$ cat src/rtl/host_port_pkg.sv
package host_port_pkg;

  parameter int unsigned HP_BYTE_W = 8;
  parameter int unsigned HP_NCH    = 8;

  typedef enum logic {
    TAG_CMD = 1'b0,
    TAG_SUB = 1'b1
  } byte_tag_e;

  // indices into the strobe vector handed to the edge detector
  localparam int unsigned STB_WR   = 0;
  localparam int unsigned STB_SCLK = 1;
  localparam int unsigned STB_N    = 2;

endpackage

$ cat src/rtl/hp_edge_det.sv
module hp_edge_det #(
  parameter int unsigned N       = 2,
  parameter logic [N-1:0] RST_LVL = '0
) (
  input  logic         clk,
  input  logic         rst_n,
  input  logic [N-1:0] lvl,
  output logic [N-1:0] rise
);

  logic [N-1:0] prev_q;

  for (genvar g = 0; g < N; g++) begin : g_bit
    always_ff @(posedge clk) begin
      if (!rst_n) prev_q[g] <= RST_LVL[g];
      else        prev_q[g] <= lvl[g];
    end
    assign rise[g] = ~prev_q[g] & lvl[g];
  end

endmodule

$ cat src/rtl/hp_ser_rx.sv
module hp_ser_rx #(
  parameter int unsigned BYTE_W = 8
) (
  input  logic              clk,
  input  logic              rst_n,
  input  logic              en,
  input  logic              cs_n,
  input  logic              rd_n,
  input  logic              shift_evt,
  input  logic              sd,
  input  logic              take,
  output logic [BYTE_W-1:0] shreg
);

  localparam int unsigned CNT_W = $clog2(BYTE_W + 1);
  localparam logic [CNT_W-1:0] CNT_FULL = CNT_W'(BYTE_W);

  logic [CNT_W-1:0] cnt_q;
  logic             room;

  assign room = (cnt_q < CNT_FULL);

  always_ff @(posedge clk) begin
    if (!rst_n) begin
      shreg <= '0;
      cnt_q <= '0;
    end else if (!en || cs_n || take) begin
      shreg <= '0;
      cnt_q <= '0;
    end else if (shift_evt && rd_n && room) begin
      shreg <= {shreg[BYTE_W-2:0], sd};
      cnt_q <= cnt_q + 1'b1;
    end
  end

  assert_cnt_cap_R6: assert property (@(posedge clk) disable iff (!rst_n)
    cnt_q <= CNT_FULL);

  assert_clr_after_take_R5: assert property (@(posedge clk) disable iff (!rst_n)
    take |=> (cnt_q == '0));

endmodule

$ cat src/rtl/hp_stat_out.sv
module hp_stat_out #(
  parameter int unsigned NCH = 8
) (
  input  logic             clk,
  input  logic             rst_n,
  input  logic             ser_mode,
  input  logic             cs_n,
  input  logic             rd_n,
  input  logic             shift_evt,
  input  logic             stat_sel,
  input  logic             grp_hi,
  input  logic [NCH-1:0]   ready,
  input  logic [NCH-1:0]   busy_n,
  output logic [NCH-1:0]   pdata_out,
  output logic             pdata_oe,
  output logic             sout,
  output logic [NCH/2-1:0] snib
);

  localparam int unsigned HALF = NCH / 2;

  logic [NCH-1:0]  stat;
  logic [HALF-1:0] half_sel;
  logic            par_rd, ser_rd, rd_act_q;
  logic [NCH-1:0]  oreg_q;

  assign stat     = stat_sel ? ready : busy_n;
  assign half_sel = grp_hi ? stat[NCH-1 -: HALF] : stat[HALF-1:0];
  assign par_rd   = !ser_mode && !rd_n;
  assign ser_rd   = ser_mode && !cs_n && !rd_n;

  always_ff @(posedge clk) begin
    if (!rst_n) begin
      pdata_oe  <= 1'b0;
      pdata_out <= '0;
      snib      <= '0;
    end else begin
      pdata_oe  <= par_rd;
      pdata_out <= par_rd ? stat : '0;
      snib      <= ser_mode ? half_sel : '0;
    end
  end

  always_ff @(posedge clk) begin
    if (!rst_n) begin
      rd_act_q <= 1'b0;
      oreg_q   <= '0;
    end else begin
      rd_act_q <= ser_rd;
      if (ser_rd && !rd_act_q)
        oreg_q <= stat;
      else if (ser_rd && shift_evt)
        oreg_q <= {oreg_q[NCH-2:0], 1'b0};
    end
  end

  assign sout = rd_act_q & oreg_q[NCH-1];

  assert_oe_follows_rd_R7: assert property (@(posedge clk) disable iff (!rst_n)
    pdata_oe |-> $past(!rd_n));

  assert_sout_needs_cs_R9: assert property (@(posedge clk) disable iff (!rst_n)
    sout |-> ($past(!cs_n) && $past(ser_mode)));

  assert_nib_idle_R10: assert property (@(posedge clk) disable iff (!rst_n)
    $past(!ser_mode) |-> (snib == '0));

endmodule

$ cat src/rtl/host_cmd_port.sv
module host_cmd_port
  import host_port_pkg::*;
#(
  parameter int unsigned BYTE_W = HP_BYTE_W,
  parameter int unsigned NCH    = HP_NCH
) (
  input  logic              clk,
  input  logic              rst_n,
  input  logic              ser_mode,
  input  logic              cs_n,
  input  logic              wr_n,
  input  logic              rd_n,
  input  logic              cmd_sel,
  input  logic [BYTE_W-1:0] pdata_in,
  input  logic              sdata,
  input  logic              sclk,
  input  logic              grp_hi,
  input  logic              stat_sel,
  input  logic [NCH-1:0]    ch_ready,
  input  logic [NCH-1:0]    ch_busy_n,
  output logic              byte_valid,
  output logic [BYTE_W-1:0] byte_data,
  output logic              byte_is_sub,
  output logic [NCH-1:0]    pdata_out,
  output logic              pdata_oe,
  output logic              sout,
  output logic [NCH/2-1:0]  snib
);

  localparam logic [STB_N-1:0] STB_IDLE = STB_N'(1 << STB_WR);

  logic [STB_N-1:0]  stb_lvl, stb_rise;
  logic              wr_take;
  logic [BYTE_W-1:0] ser_byte;
  byte_tag_e         tag_q;

  always_comb begin
    stb_lvl           = '0;
    stb_lvl[STB_WR]   = wr_n;
    stb_lvl[STB_SCLK] = sclk;
  end

  hp_edge_det #(.N(STB_N), .RST_LVL(STB_IDLE)) u_edge (
    .clk  (clk),
    .rst_n(rst_n),
    .lvl  (stb_lvl),
    .rise (stb_rise)
  );

  assign wr_take = stb_rise[STB_WR] && !cs_n;

  hp_ser_rx #(.BYTE_W(BYTE_W)) u_rx (
    .clk      (clk),
    .rst_n    (rst_n),
    .en       (ser_mode),
    .cs_n     (cs_n),
    .rd_n     (rd_n),
    .shift_evt(stb_rise[STB_SCLK]),
    .sd       (sdata),
    .take     (wr_take),
    .shreg    (ser_byte)
  );

  always_ff @(posedge clk) begin
    if (!rst_n) begin
      byte_valid <= 1'b0;
      byte_data  <= '0;
      tag_q      <= TAG_CMD;
    end else begin
      byte_valid <= wr_take;
      if (wr_take) begin
        byte_data <= ser_mode ? ser_byte : pdata_in;
        tag_q     <= cmd_sel ? TAG_SUB : TAG_CMD;
      end
    end
  end

  assign byte_is_sub = (tag_q == TAG_SUB);

  hp_stat_out #(.NCH(NCH)) u_stat (
    .clk      (clk),
    .rst_n    (rst_n),
    .ser_mode (ser_mode),
    .cs_n     (cs_n),
    .rd_n     (rd_n),
    .shift_evt(stb_rise[STB_SCLK]),
    .stat_sel (stat_sel),
    .grp_hi   (grp_hi),
    .ready    (ch_ready),
    .busy_n   (ch_busy_n),
    .pdata_out(pdata_out),
    .pdata_oe (pdata_oe),
    .sout     (sout),
    .snib     (snib)
  );

  assert_pulse_R11: assert property (@(posedge clk) disable iff (!rst_n)
    byte_valid |=> !byte_valid);

  assert_cs_gate_R3: assert property (@(posedge clk) disable iff (!rst_n)
    byte_valid |-> $past(!cs_n));

endmodule

$ cat config.mk
export PLATFORM = sky130hd
export DESIGN_NAME = host_cmd_port
export DESIGN_NICKNAME = d
export VERILOG_FILES = /design/src/rtl/host_port_pkg.sv /design/src/rtl/hp_edge_det.sv /design/src/rtl/hp_ser_rx.sv /design/src/rtl/hp_stat_out.sv /design/src/rtl/host_cmd_port.sv
export SDC_FILE = /design/constraint.sdc
export NUM_CORES = 1
export LEC_CHECK = 0
export BUFFER_PORTS_ARGS = -buffer_cell sky130_fd_sc_hd__buf_2
export CORE_ASPECT_RATIO = 1.1
export CORE_MARGIN = 10
export CORE_UTILIZATION = 45
export DETAILED_ROUTE_END_ITERATION = 8
export GPL_TIMING_DRIVEN = 0
export PLACE_DENSITY = 0.72
export RECOVER_POWER = 50
export SYNTH_ARGS = -nofsm -noshare
export SYNTH_HDL_FRONTEND = slang
export SYNTH_SLANG_ARGS = --single-unit
$ cat constraint.sdc
create_clock -name clk -period 1.15 [get_ports clk]
set_input_delay 0.115 -clock clk [delete_from_list [all_inputs] [get_ports clk]]
set_output_delay 0.115 -clock clk [all_outputs]
set_load 0.01 [all_outputs]
== Word level (Yosys, flattened, before mapping) ==
Cells that the tools add are included.

* Reductions and logical operators: 18
* Multiplexer cells: 6
* Bitwise gates (word level): 6
* Magnitude comparators: 1
* Add/subtract/negate cells: 1

{| class="wikitable"
|+ Operator list
! kind !! count
|-
| $mux 8 || 4
|-
| $logic_and 1x1->1 || 8
|-
| $add 4x1->4 const B || 1
|-
| $logic_not 1->1 || 4
|-
| $lt 4x4->1 const B || 1
|-
| $mux 4 || 1
|-
| $reduce_and 2->1 || 2
|-
| $and 1x1->1 || 3
|-
| $not 1->1 || 3
|-
| $logic_or 1x1->1 || 2
|-
| $reduce_bool 2->1 || 1
|-
| $reduce_or 2->1 || 1
|-
| $mux 1 || 1
|}

* Flip-flop bits (word level): 46
* Input port bits: 35
* Logic and storage cells: 44

== Logic depth before layout (Yosys ltp) ==
* Depth after elaboration: 6
* Mapped depth: 5
* Gate-level depth less buffers: 4

== Cells and area by module ==
A second synthesis with hierarchy kept.

* Cell total of the unflattened synthesis: 182
* Area, all modules: 1,879.3 um^2

{| class="wikitable"
|+ Modules (own cells, without submodules)
! module !! seq. area each (um^2) !! cells each !! instances !! area an instance (um^2)
|-
| hp_stat_out || 440.4 || 92 || 1 || 902.1
|-
| hp_ser_rx || 240.2 || 43 || 1 || 464.2
|-
| host_cmd_port || 200.2 || 41 || 1 || 432.9
|-
| hp_edge_det || 40.0 || 6 || 1 || 80.1
|}

== Worst setup path after synthesis ==
No wires, ideal clock.

* Kind: reg-to-reg
* From: register u_stat.rd_act_q
* To: register u_stat.oreg_q[1]
* Required time: 1.032 ns
* Arrival time: 1.024 ns
* Path slack: 0.008 ns
* Stages on the path, launching flop included: 5
* Buffers on the path: 1
* Period minus slack after synthesis: 1.142 ns
* Setup time: 0.118 ns
* Cell sequence: dfxtp_1 > buf_2 > inv_1 > o21a_4 > o2111a_1

* Word-level cells in the longest chain between the ends: 3

{| class="wikitable"
|+ Ends and longest elaborated chain
! element !! line !! RTL
|-
| from (decl) || hp_stat_out.sv:24 || <nowiki>logic par_rd, ser_rd, rd_act_q;</nowiki>
|-
| from (signal assigned) || hp_stat_out.sv:49 || <nowiki>rd_act_q <= ser_rd;</nowiki>
|-
| $logic_not 1->1 (*) || hp_stat_out.sv:50 || <nowiki>if (ser_rd && !rd_act_q)</nowiki>
|-
| $logic_and 1x1->1 (*) || hp_stat_out.sv:50 ||
|-
| $mux 8 / $reduce_bool 2->1 (equally long branches) || n/a ||
|-
| to (signal assigned) || hp_stat_out.sv:51 || <nowiki>oreg_q <= stat;</nowiki>
|-
| to (signal assigned) || hp_stat_out.sv:53 || <nowiki>oreg_q <= {oreg_q[NCH-2:0], 1'b0};</nowiki>
|-
| to (decl) || hp_stat_out.sv:25 || <nowiki>logic [NCH-1:0] oreg_q;</nowiki>
|}

Every way passes the cells marked *; elsewhere a longest branch is shown, timed or not.
A chain may end at the register's enable or synchronous reset.

== Worst setup path after layout ==
* From: register u_stat.rd_act_q
* To: output port sout

* Word-level cells in the longest chain between the ends: 1

{| class="wikitable"
|+ Ends and longest elaborated chain
! element !! line !! RTL
|-
| $and 1x1->1 || hp_stat_out.sv:57 || <nowiki>assign sout = rd_act_q & oreg_q[NCH-1];</nowiki>
|-
| to (decl) || host_cmd_port.sv:26 || <nowiki>output logic sout,</nowiki>
|}

Every way passes these cells.

==> metrics <==
status complete, no violations; number of synthesized flops with an enable pin 0; Syn Area/Cell 10.3 sq um; Mapped Cells 190; DR pass1 iterations 4; layout cell share with drive strength beyond 1 0.345; XOR/XNOR Fraction of Synth Area 0.00446; Critical Path AT between 1 and 1.5 ns; ys async rst share 0; maximum clock frequency approximately 870 MHz; relative slew slack 0.683; crit-path most repeated cell buf_6; Routed WL per cell ~15 um; Cells after DPL about 300; CTS tree done; Hold Path Class in2reg; hold buffer count at CTS 0; adder-cell share of the synthesized area 0.00638; WS Path Type reg2out; area share of and/or/nand/nor cells after synthesis 0.221; Mapped Nets ~230; HPWL after DPL between 3000 and 4000 um; Die Area roughly 7400 sq um; final instance area between 2000 and 3000 sq um; CTS max path bufs 2; first-pass GRT wire length approximately 8200 um; Fin Setup TNS 0 ns; mapped cell area between 1500 and 2000 sq um; IO Count 59; Synth Flop Type dfxtp_1; Rows 25; Crit-path slowest cell dfxtp_4; crit path cell chain buf_6, and2_4, buf_6; TritonCTS buffer count 5; setup ws final 0.00555 ns; Worst EP required around 1.0 ns; CTS sink cnt between 40 and 50; die height a little under 90 um; Final Hold Vio Count 0; Inserted Diodes 0; GRT Residual Overflow 0; skew final roughly 0.0097 ns; Hold Slack ~0.025 ns; initial antenna violation count 0; main combinational cell family by area after synthesis simple AND/OR/NAND/NOR gates; Max Cap Viol 0; dpl ws -0.122 ns; die width 83.0 um; Clock H-tree levels 2; CTS clock-pin slew for the worst setup and hold paths 0.09 ns; area grow syn2layout 28.6%; placer congestion estimate between 0.7 and 0.8; Root Driver clkbuf_8; number of I/O port buffers between 50 and 60; Leakage Power 1.13 nW; RSZ-0062 raised after global routing yes; Placed Instance Area about 2300 sq um; CORE AREA 4250 sq um; pin count of the biggest net entering global routing 15; post-synthesis cell type count 35; 1st-iter DRT viols 74; WL final roughly 4800 um; DR vias/cell 5.14; Least-Margin Pin Slew ~0.48 ns; Critical Path Start Type flop; endpoints failing setup 0; crit end category output pin; DRT antenna net count 0; register area share after synthesis 0.469; VDD IR-drop max just over 0.7 mV; total track usage 0.136; Yosys warnings 0; vias in the first global route roughly 1,700; Yosys reg bits 46; Compound-Gate Fraction of Synth Area 0.163; Total Nets Final roughly 300; mux contribution to synthesized area 0.0886; Final min period about 1.1 ns; Slew Limit Fails 0; non-filler instance count after layout between 300 and 400; crit-path max FO 8; max incr delay on CP around 0.36 ns; Final Cycle Share 0.995; DR DRC count 0; via count 1,633; Starting Density 0.461; Skew-Pair Late Insertion Delay 0.30 ns; power per cell area between 1000 and 1500 nW/um^2
registers in the layout, indices dropped and copies added (netlist names):
name	cells
u_rx.shreg	8
u_stat.pdata_oe	1
u_stat.oreg_q	8
byte_is_sub	1
byte_valid	1
u_stat.rd_act_q	1
u_edge.prev_q	2
byte_data	8
u_rx.cnt_q	4
u_stat.pdata_out	8
u_stat.snib	4
worst paths after layout:
check             cells past startpoint             start          endpoint  slack, ns
hold / removal                        2              wr_n  u_edge.prev_q[0]       0.03
hold reg to reg                       2  u_stat.oreg_q[0]  u_stat.oreg_q[0]       0.46
setup reg to reg                      4  u_edge.prev_q[1]  u_stat.oreg_q[3]       0.02
setup / recovery                      3   u_stat.rd_act_q              sout      0.006
routing by layer:
layer  global-route usage  vias up  part of all wire
met5                    0        -                 0
met4               0.0464        0             0.013
met3               0.0620        8             0.084
met2                0.237       63              0.48
met1                0.145      747              0.42
li1                     -      815                 -
Yosys cell counts, types with 2 or more instances:
cell / number / share of area
a211oi_1: 4 / 0.015
a21oi_1: 3 / 0.0077
a21oi_2: 8 / 0.036
and2_1: 4 / 0.013
and3_1: 4 / 0.013
buf_2: 4 / 0.010
buf_6: 3 / 0.017
clkbuf_1: 5 / 0.0096
dfxtp_1: 46 / 0.47
inv_1: 5 / 0.0096
mux2_1: 3 / 0.017
mux2i_1: 14 / 0.071
nand2_1: 31 / 0.059
nand2b_1: 5 / 0.016
nand4b_1: 6 / 0.027
nor2_1: 9 / 0.017
nor2_2: 2 / 0.0064
nor2b_1: 3 / 0.0096
nor3b_4: 2 / 0.019
o2111a_1: 6 / 0.034
o211a_1: 8 / 0.041
o21ai_1: 2 / 0.0051
placed cells by master, fill, tap and decap left out, drive strengths merged, types with 2 or more instances in the layout:
cell type and count:
nand2 32, clkinv 2, nand2b 5, clkbuf 30, nand4b 6, o211a 8
buf 53, o21ai 2, and3 4, and2 4, a21oi 11, o2111a 6
mux2 3, nor3b 2, a211oi 4, nor2 11, inv 5, dfxtp 46
nor2b 3, mux2i 14
critical path, delay by kind of cell, from the launching register on:
family,cells,cell delay [ns]
simple gates,1,0.13
flops,1,0.36
buf+inv,2,0.24
cells by family (layout without fill, tap and decap cells):
| family | Yosys count | count (layout) |
|---|---|---|
| XOR/XNOR | 1 | 1 |
| adder cells (fa/ha/maj) | 1 | 1 |
| multiplexers | 17 | 17 |
| AO/OA/AOI/OAI | 35 | 35 |
| flip-flops | 46 | 46 |
| buffers and inverters | 17 | 91 |
| AND/OR/NAND/NOR | 73 | 73 |
cell type report:
class	count	area, sq um
fill	396	1730
multi-input combinational	127	962
sequential	46	930
timing repair buffer	66	352
buffer	12	83.8
clock buffer	5	68.8
tap	54	67.6
clock inverter	3	40.0
inverter	5	18.8
through the flow:
| step | power [mW] | utilization |
|---|---|---|
| 6_report | 3.22 | 0.593 |
| 5_1_grt | 3.36 | 0.593 |
| 4_1_cts | 3.24 | 0.581 |
| 3_5_place_dp | 2.04 | 0.542 |
| 3_3_place_gp | 2.03 | 0.542 |
| 2_1_floorplan | 1.90 | - |
what timing repair did:
| action | CTS | global route |
|---|---|---|
| gates resized for setup | 9 | 13 |
| setup endpoints to repair | 23 | 28 |
| cloned | 0 | 1 |
| pin swaps | 3 | 1 |
| setup buffers | 5 | 5 |
report_power, final:
group / internal (mW) / switching (mW)
logic: 0.172 / 0.193
registers: 1.64 / 0.0214
clock network: 0.640 / 0.553
total: 2.45 / 0.767
(Power assumes the default switching activity.)
